===== config.mk =====
export PLATFORM = sky130hd
export DESIGN_NAME = ocal_seq
export DESIGN_NICKNAME = d
export VERILOG_FILES = /design/src/rtl/ocal_pkg.sv /design/src/rtl/ocal_settle_timer.sv /design/src/rtl/ocal_pass_pick.sv /design/src/rtl/ocal_seq.sv
export SDC_FILE = /design/constraint.sdc
export NUM_CORES = 1
export LEC_CHECK = 0
export BUFFER_PORTS_ARGS = -buffer_cell sky130_fd_sc_hd__buf_2
export CAP_MARGIN = 20
export CORE_UTILIZATION = 55
export CTS_BUF_LIST = sky130_fd_sc_hd__clkbuf_4 sky130_fd_sc_hd__clkbuf_8 sky130_fd_sc_hd__clkbuf_16
export CTS_CLUSTER_DIAMETER = 120
export CTS_CLUSTER_SIZE = 8
export DETAILED_ROUTE_END_ITERATION = 7
export PLACE_DENSITY = 0.82
export SLEW_MARGIN = 20
export SYNTH_ARGS = -nofsm -noshare
export SYNTH_HDL_FRONTEND = slang
export SYNTH_SLANG_ARGS = --single-unit

===== constraint.sdc =====
create_clock -name clk -period 2.7 [get_ports clk]
set_clock_uncertainty 0.1 [all_clocks]
set_input_delay 0.135 -clock clk [delete_from_list [all_inputs] [get_ports clk]]
set_output_delay 0.135 -clock clk [all_outputs]
set_load 0.03 [all_outputs]

===== src/rtl/ocal_pkg.sv =====
package ocal_pkg;

    localparam int PASS_N = 4;
    localparam int PASS_IW = $clog2(PASS_N);

    typedef enum logic [1:0] {
        ST_IDLE   = 2'd0,
        ST_PICK   = 2'd1,
        ST_WAIT   = 2'd2,
        ST_FINISH = 2'd3
    } ocal_state_e;

endpackage


===== src/rtl/ocal_settle_timer.sv =====
module ocal_settle_timer #(
    parameter int W = 20
) (
    input  logic         clk,
    input  logic         rst_n,
    input  logic         load_i,
    input  logic [W-1:0] load_val_i,
    output logic         zero_o
);

    logic [W-1:0] cnt_d, cnt_q;

    always_comb begin
        cnt_d = cnt_q;
        if (load_i) begin
            cnt_d = load_val_i;
        end else if (cnt_q != '0) begin
            cnt_d = cnt_q - W'(1);
        end
    end

    always_ff @(posedge clk or negedge rst_n) begin
        if (!rst_n) begin
            cnt_q <= '0;
        end else begin
            cnt_q <= cnt_d;
        end
    end

    assign zero_o = (cnt_q == '0);

    AST_TMR_COUNTDOWN: assert property (@(posedge clk) disable iff (!rst_n)
        (!load_i && cnt_q != '0) |=> (cnt_q == $past(cnt_q) - W'(1)))
        else $error("settle timer did not count down");

endmodule


===== src/rtl/ocal_pass_pick.sv =====
module ocal_pass_pick #(
    parameter int N  = 4,
    localparam int IW = $clog2(N)
) (
    input  logic [N-1:0] mask_i,
    input  logic [IW:0]  from_i,
    output logic         found_o,
    output logic [IW-1:0] idx_o
);

    logic [N-1:0] elig;

    for (genvar g = 0; g < N; g++) begin : g_elig
        assign elig[g] = mask_i[g] && (int'(from_i) <= g);
    end

    always_comb begin
        found_o = 1'b0;
        idx_o   = '0;
        for (int i = N - 1; i >= 0; i--) begin
            if (elig[i]) begin
                found_o = 1'b1;
                idx_o   = IW'(i);
            end
        end
    end

endmodule


===== src/rtl/ocal_seq.sv =====
module ocal_seq
    import ocal_pkg::*;
#(
    parameter int TRIM_W   = 5,
    parameter int SETTLE_W = 20
) (
    input  logic                  clk,
    input  logic                  rst_n,
    input  logic                  start_i,
    input  logic [PASS_N-1:0]     pass_en_i,
    input  logic [SETTLE_W-1:0]   settle_i,
    input  logic                  cal_flag_i,
    output logic                  amp_en_o,
    output logic                  user_trim_o,
    output logic                  cal_on_o,
    output logic                  lp_sel_o,
    output logic                  pol_sel_o,
    output logic [TRIM_W-1:0]     trim_code_o,
    output logic [2*TRIM_W-1:0]   trim_norm_o,
    output logic [2*TRIM_W-1:0]   trim_lp_o,
    output logic [PASS_N-1:0]     fail_o,
    output logic                  busy_o,
    output logic                  done_o
);

    localparam logic [TRIM_W-1:0] CODE_MAX = '1;

    typedef struct packed {
        ocal_state_e           st;
        logic [PASS_IW:0]      from;
        logic [PASS_IW-1:0]    cur;
        logic [TRIM_W-1:0]     code;
        logic [PASS_N-1:0]     mask;
        logic [SETTLE_W-1:0]   settle;
        logic [PASS_N-1:0]     fail;
        logic [2*TRIM_W-1:0]   tnorm;
        logic [2*TRIM_W-1:0]   tlp;
        logic                  amp_en;
        logic                  utrim;
        logic                  cal_on;
        logic                  busy;
        logic                  done;
    } ctl_t;

    ctl_t ctl_d, ctl_q;

    logic               tmr_load;
    logic               tmr_zero;
    logic               pick_found;
    logic [PASS_IW-1:0] pick_idx;
    logic               hit;

    ocal_settle_timer #(.W(SETTLE_W)) u_timer (
        .clk        (clk),
        .rst_n      (rst_n),
        .load_i     (tmr_load),
        .load_val_i (ctl_q.settle),
        .zero_o     (tmr_zero)
    );

    ocal_pass_pick #(.N(PASS_N)) u_pick (
        .mask_i  (ctl_q.mask),
        .from_i  (ctl_q.from),
        .found_o (pick_found),
        .idx_o   (pick_idx)
    );

    // polarity 0 ends on flag high, polarity 1 ends on flag low
    assign hit = (cal_flag_i != ctl_q.cur[0]);

    always_comb begin
        ctl_d      = ctl_q;
        ctl_d.done = 1'b0;
        tmr_load   = 1'b0;
        unique case (ctl_q.st)
            ST_IDLE: begin
                if (start_i) begin
                    ctl_d.st     = ST_PICK;
                    ctl_d.from   = '0;
                    ctl_d.mask   = pass_en_i;
                    ctl_d.settle = settle_i;
                    ctl_d.fail   = '0;
                    ctl_d.amp_en = 1'b1;
                    ctl_d.utrim  = 1'b1;
                    ctl_d.cal_on = 1'b1;
                    ctl_d.busy   = 1'b1;
                end
            end
            ST_PICK: begin
                if (pick_found) begin
                    ctl_d.cur  = pick_idx;
                    ctl_d.code = '0;
                    ctl_d.st   = ST_WAIT;
                    tmr_load   = 1'b1;
                end else begin
                    ctl_d.st     = ST_FINISH;
                    ctl_d.cal_on = 1'b0;
                    ctl_d.done   = 1'b1;
                end
            end
            ST_WAIT: begin
                if (tmr_zero) begin
                    if (hit || ctl_q.code == CODE_MAX) begin
                        if (ctl_q.cur[1]) begin
                            ctl_d.tlp[ctl_q.cur[0]*TRIM_W +: TRIM_W] = ctl_q.code;
                        end else begin
                            ctl_d.tnorm[ctl_q.cur[0]*TRIM_W +: TRIM_W] = ctl_q.code;
                        end
                        if (!hit) begin
                            ctl_d.fail[ctl_q.cur] = 1'b1;
                        end
                        ctl_d.from = {1'b0, ctl_q.cur} + (PASS_IW+1)'(1);
                        ctl_d.st   = ST_PICK;
                    end else begin
                        ctl_d.code = ctl_q.code + TRIM_W'(1);
                        tmr_load   = 1'b1;
                    end
                end
            end
            ST_FINISH: begin
                ctl_d.st   = ST_IDLE;
                ctl_d.busy = 1'b0;
            end
            default: ctl_d.st = ST_IDLE;
        endcase
    end

    always_ff @(posedge clk or negedge rst_n) begin
        if (!rst_n) begin
            ctl_q <= '{st: ST_IDLE, default: '0};
        end else begin
            ctl_q <= ctl_d;
        end
    end

    assign amp_en_o    = ctl_q.amp_en;
    assign user_trim_o = ctl_q.utrim;
    assign cal_on_o    = ctl_q.cal_on;
    assign lp_sel_o    = ctl_q.cur[1];
    assign pol_sel_o   = ctl_q.cur[0];
    assign trim_code_o = ctl_q.code;
    assign trim_norm_o = ctl_q.tnorm;
    assign trim_lp_o   = ctl_q.tlp;
    assign fail_o      = ctl_q.fail;
    assign busy_o      = ctl_q.busy;
    assign done_o      = ctl_q.done;

    AST_SETUP_HELD: assert property (@(posedge clk) disable iff (!rst_n)
        (busy_o && !done_o) |-> (amp_en_o && user_trim_o && cal_on_o))
        else $error("setup outputs dropped during run");

    AST_CODE_START: assert property (@(posedge clk) disable iff (!rst_n)
        (ctl_q.st == ST_WAIT && $past(ctl_q.st) == ST_PICK) |-> (trim_code_o == '0))
        else $error("pass did not start at code zero");

    AST_CODE_STEP: assert property (@(posedge clk) disable iff (!rst_n)
        (ctl_q.st == ST_WAIT && $past(ctl_q.st) == ST_WAIT)
        |-> (trim_code_o == $past(trim_code_o) || trim_code_o == $past(trim_code_o) + TRIM_W'(1)))
        else $error("trim code jumped");

    AST_MASK_RESPECT: assert property (@(posedge clk) disable iff (!rst_n)
        (ctl_q.st == ST_WAIT) |-> ctl_q.mask[ctl_q.cur])
        else $error("disabled pass searched");

    AST_DONE_PULSE: assert property (@(posedge clk) disable iff (!rst_n)
        done_o |=> !done_o)
        else $error("done longer than one cycle");

    AST_IDLE_QUIET: assert property (@(posedge clk) disable iff (!rst_n)
        !busy_o |-> (!cal_on_o && !done_o))
        else $error("calibration active while idle");

    AST_BUSY_HOLD: assert property (@(posedge clk) disable iff (!rst_n)
        (busy_o && !done_o) |=> busy_o)
        else $error("run ended without done");

endmodule


==> metrics <==
Final Hold Fails 0; syn nets 403; antenna viol nets, final 0; Final Max Tran Viols 0; Worst R2R Start u_timer.cnt_q[11]$_DFFE_PN0P_; Synth Register Bits 84; wire per inst 15.8 um; minimum clock period 2.54 ns; WHS 0.0825 ns; grt ovf 0; post-synth cell types 49; Fmax 393 MHz; Fill cells 561; pwr/cell area 444 nW/um^2; Hold Crit Start start_i; relative slew slack 50.3%; count of buffer and inverter cells on the critical path 2; nets 467; detailed router's first-iteration violation count 292; Slowest-stage cell, CP or4_4; CTS Buffer Depth 2; Synth warnings 0; Synth async-reset ratio 100%; antenna cells 0; HPWL Detailed 5.71 mm; max layer used met4; Min-Delay Endpoint busy_o$_DFFE_PN0P_; vias per inst 5.53; Rows 31; met3 wire length 366 um; cells after synthesis 363; Area growth, synth to finish 14.7%; layout cells sized above 1 35.5%; Cells after DPL 490; DIE WIDTH 90.7 um; core area 7450 um^2; Remaining DRCs 0; H-tree Lvls 3; vias in the first global route 2,906; first-pass GRT wire length 14.5 mm; EDFF count, synth 0; Worst Setup Path Type reg2reg; initial core utilization 58.1%; top cells by area, synth dfrtp_1, mux2_2, buf_4; WP data arrival 2.72 ns; port bufs 63; critical path launch point type flip-flop; RSZ-0062 raised after global routing no; Synth area leader dfrtp_1; family with the most delay on the worst path simple AND/OR/NAND/NOR gates; Reg clk slew, reported paths 0.08 ns; status completed; Final Instance Count excl. Fillers 530; gpl congestion 0.876; Post-CTS Setup Repair Bufs 0; Leakage 2.42 nW; routed wl met2 3.90 mm; Sink Count 84; CP max FO 15; total number of vias 2,930; crit end category flip-flop; max cap viols 0; Finish-stage setup viols 0; post-synth top area share 48.6%; clk root buf clkbuf_8; Die Span Y 90.7 um; CP Cell Sequence or4_4 -> or3_1 -> buf_4 -> nor3_4 -> o21a_4 -> buf_4 -> o2bb2ai_1; Crit path largest cell delay 0.55 ns; WP data required 2.87 ns; crit share post-route 94.2%; R2R Setup Slk 0.16 ns; Total GRT Usage 22.5%; Slew @ Worst Pin 0.746 ns; Mean Syn Cell Area 11.9 um^2; Util after Layout 66.6%; largest net degree at the start of global routing 85; TritonCTS clock tree yes; hold path cells 3; VDD IR-drop max 0.000348 V; final WL 8.36 mm; Worst Reg-to-Reg Cells 7; mapped cell area 4330 um^2; clk_lat worst skew 0.35 ns; routed length on met1 3.92 mm; register area share after synthesis 48.6%; total negative setup slack 0 ns; Die ar. 8230 um^2; initial antenna violation count 0; Post-synth top flop dfrtp_1; TritonCTS Buffers 9; RR Endpoint u_timer.cnt_q[7]$_DFFE_PN0P_; Setup crit start u_timer.cnt_q[11]$_DFFE_PN0P_; Hold Crit Class in2reg; First-pass DRT Iterations 4; io pins 64; Worst path most repeated cell buf_4
-- cell usage after synthesis, types with 7 or more instances --
library cell   n
nand3_1        7
o21ai_0       10
nor3_1        15
xnor2_1       18
nor2_1        14
o2bb2ai_1      8
nand2_1       10
ha_1          12
a21oi_1       11
mux2_2        46
inv_1         12
buf_4         32
o2bb2ai_2     10
dfrtp_1       84
-- power breakdown --
group | switching [W] | leakage, nW | internal, W
combinational | 0.0000384 | 1.26 | 0.0000407
clock | 0.000423 | 0.0979 | 0.000442
sequential | 0 | 1.06 | 0.00126
total | 0.000462 | 2.42 | 0.00174
-- through the flow --
step	cell area [um^2]	total power, W	worst slack (ns)
after floorplan	4330	0.00129	0.241
after global placement	4520	0.00133	0.253
after detailed placement	4520	0.00133	0.182
after CTS	4960	0.00222	0.159
after global routing	4960	0.00229	0.0466
final	4960	0.00220	0.157
-- layout by cell type, fill, tap and decap left out, drive strengths merged, types with 10 or more instances in the layout --
| cell type | Yosys | final |
|---|---|---|
| mux2 | 47 | 47 |
| clkbuf | 6 | 10 |
| dfrtp | 84 | 84 |
| inv | 12 | 12 |
| o21ai | 10 | 10 |
| xnor2 | 18 | 18 |
| o2bb2ai | 18 | 18 |
| a21oi | 11 | 11 |
| dlygate4sd3 | 0 | 25 |
| nand2 | 10 | 10 |
| ha | 12 | 12 |
| buf | 40 | 74 |
| nor3 | 16 | 16 |
| nor2 | 15 | 15 |
-- layout make-up --
class                           instances  area [um^2]  share of cell area [%]
Tap cell                               99          124                    2.50
Multi-Input combinational cell        221         1840                    37.0
Timing Repair Buffer                   99          667                    13.4
Clock inverter                          5         52.6                    1.06
Sequential cell                        84         2100                    42.3
Inverter                               12         45.0                   0.907
Clock buffer                           10          138                    2.77
-- worst reg2reg max path, stage by stage (launching register included) --
cell and delay (ns):
dfrtp_1 0.40, or4_4 0.55, or3_1 0.41, buf_4 0.21, nor3_4 0.20, o21a_4 0.20
buf_4 0.26, o2bb2ai_1 0.15
-- what timing repair did --
item / in CTS / in global routing
hold endpoints to repair: 108 / 0
resized for setup: 0 / 0
endpoints found under the setup margin: 0 / 0
hold buffers: 25 / 0
-- how the worst max path moves through the flow --
stage | to | slack, ns | depth (start not counted)
3_3_place_gp | u_timer.cnt_q[2]$_DFFE_PN0P_ | 0.25 | 7
6_report | u_timer.cnt_q[7]$_DFFE_PN0P_ | 0.16 | 7
2_1_floorplan | u_timer.cnt_q[1]$_DFFE_PN0P_ | 0.24 | 7
4_1_cts | u_timer.cnt_q[7]$_DFFE_PN0P_ | 0.16 | 7
5_1_grt | flip-flop | 0.05 | 5
3_5_place_dp | u_timer.cnt_q[8]$_DFFE_PN0P_ | 0.18 | 7
-- routing by layer --
metal	vias up	GRT usage (%)
met4	0	9.68
met1	1435	31.9
li1	1395	-
met2	84	33.8
met5	-	0
met3	16	4.38
-- cells by family (layout without fill, tap and decap cells) --
group	count (synthesis)	count (layout)	synth area share [%]
AO/OA/AOI/OAI	62	62	11.9
XOR/XNOR	20	20	4.05
adder cells (fa/ha/maj)	12	12	3.47
buffers and inverters	58	126	9.02
flip-flops	84	84	48.6
multiplexers	49	49	12.7
AND/OR/NAND/NOR	78	78	10.3
(Power assumes the default switching activity.)
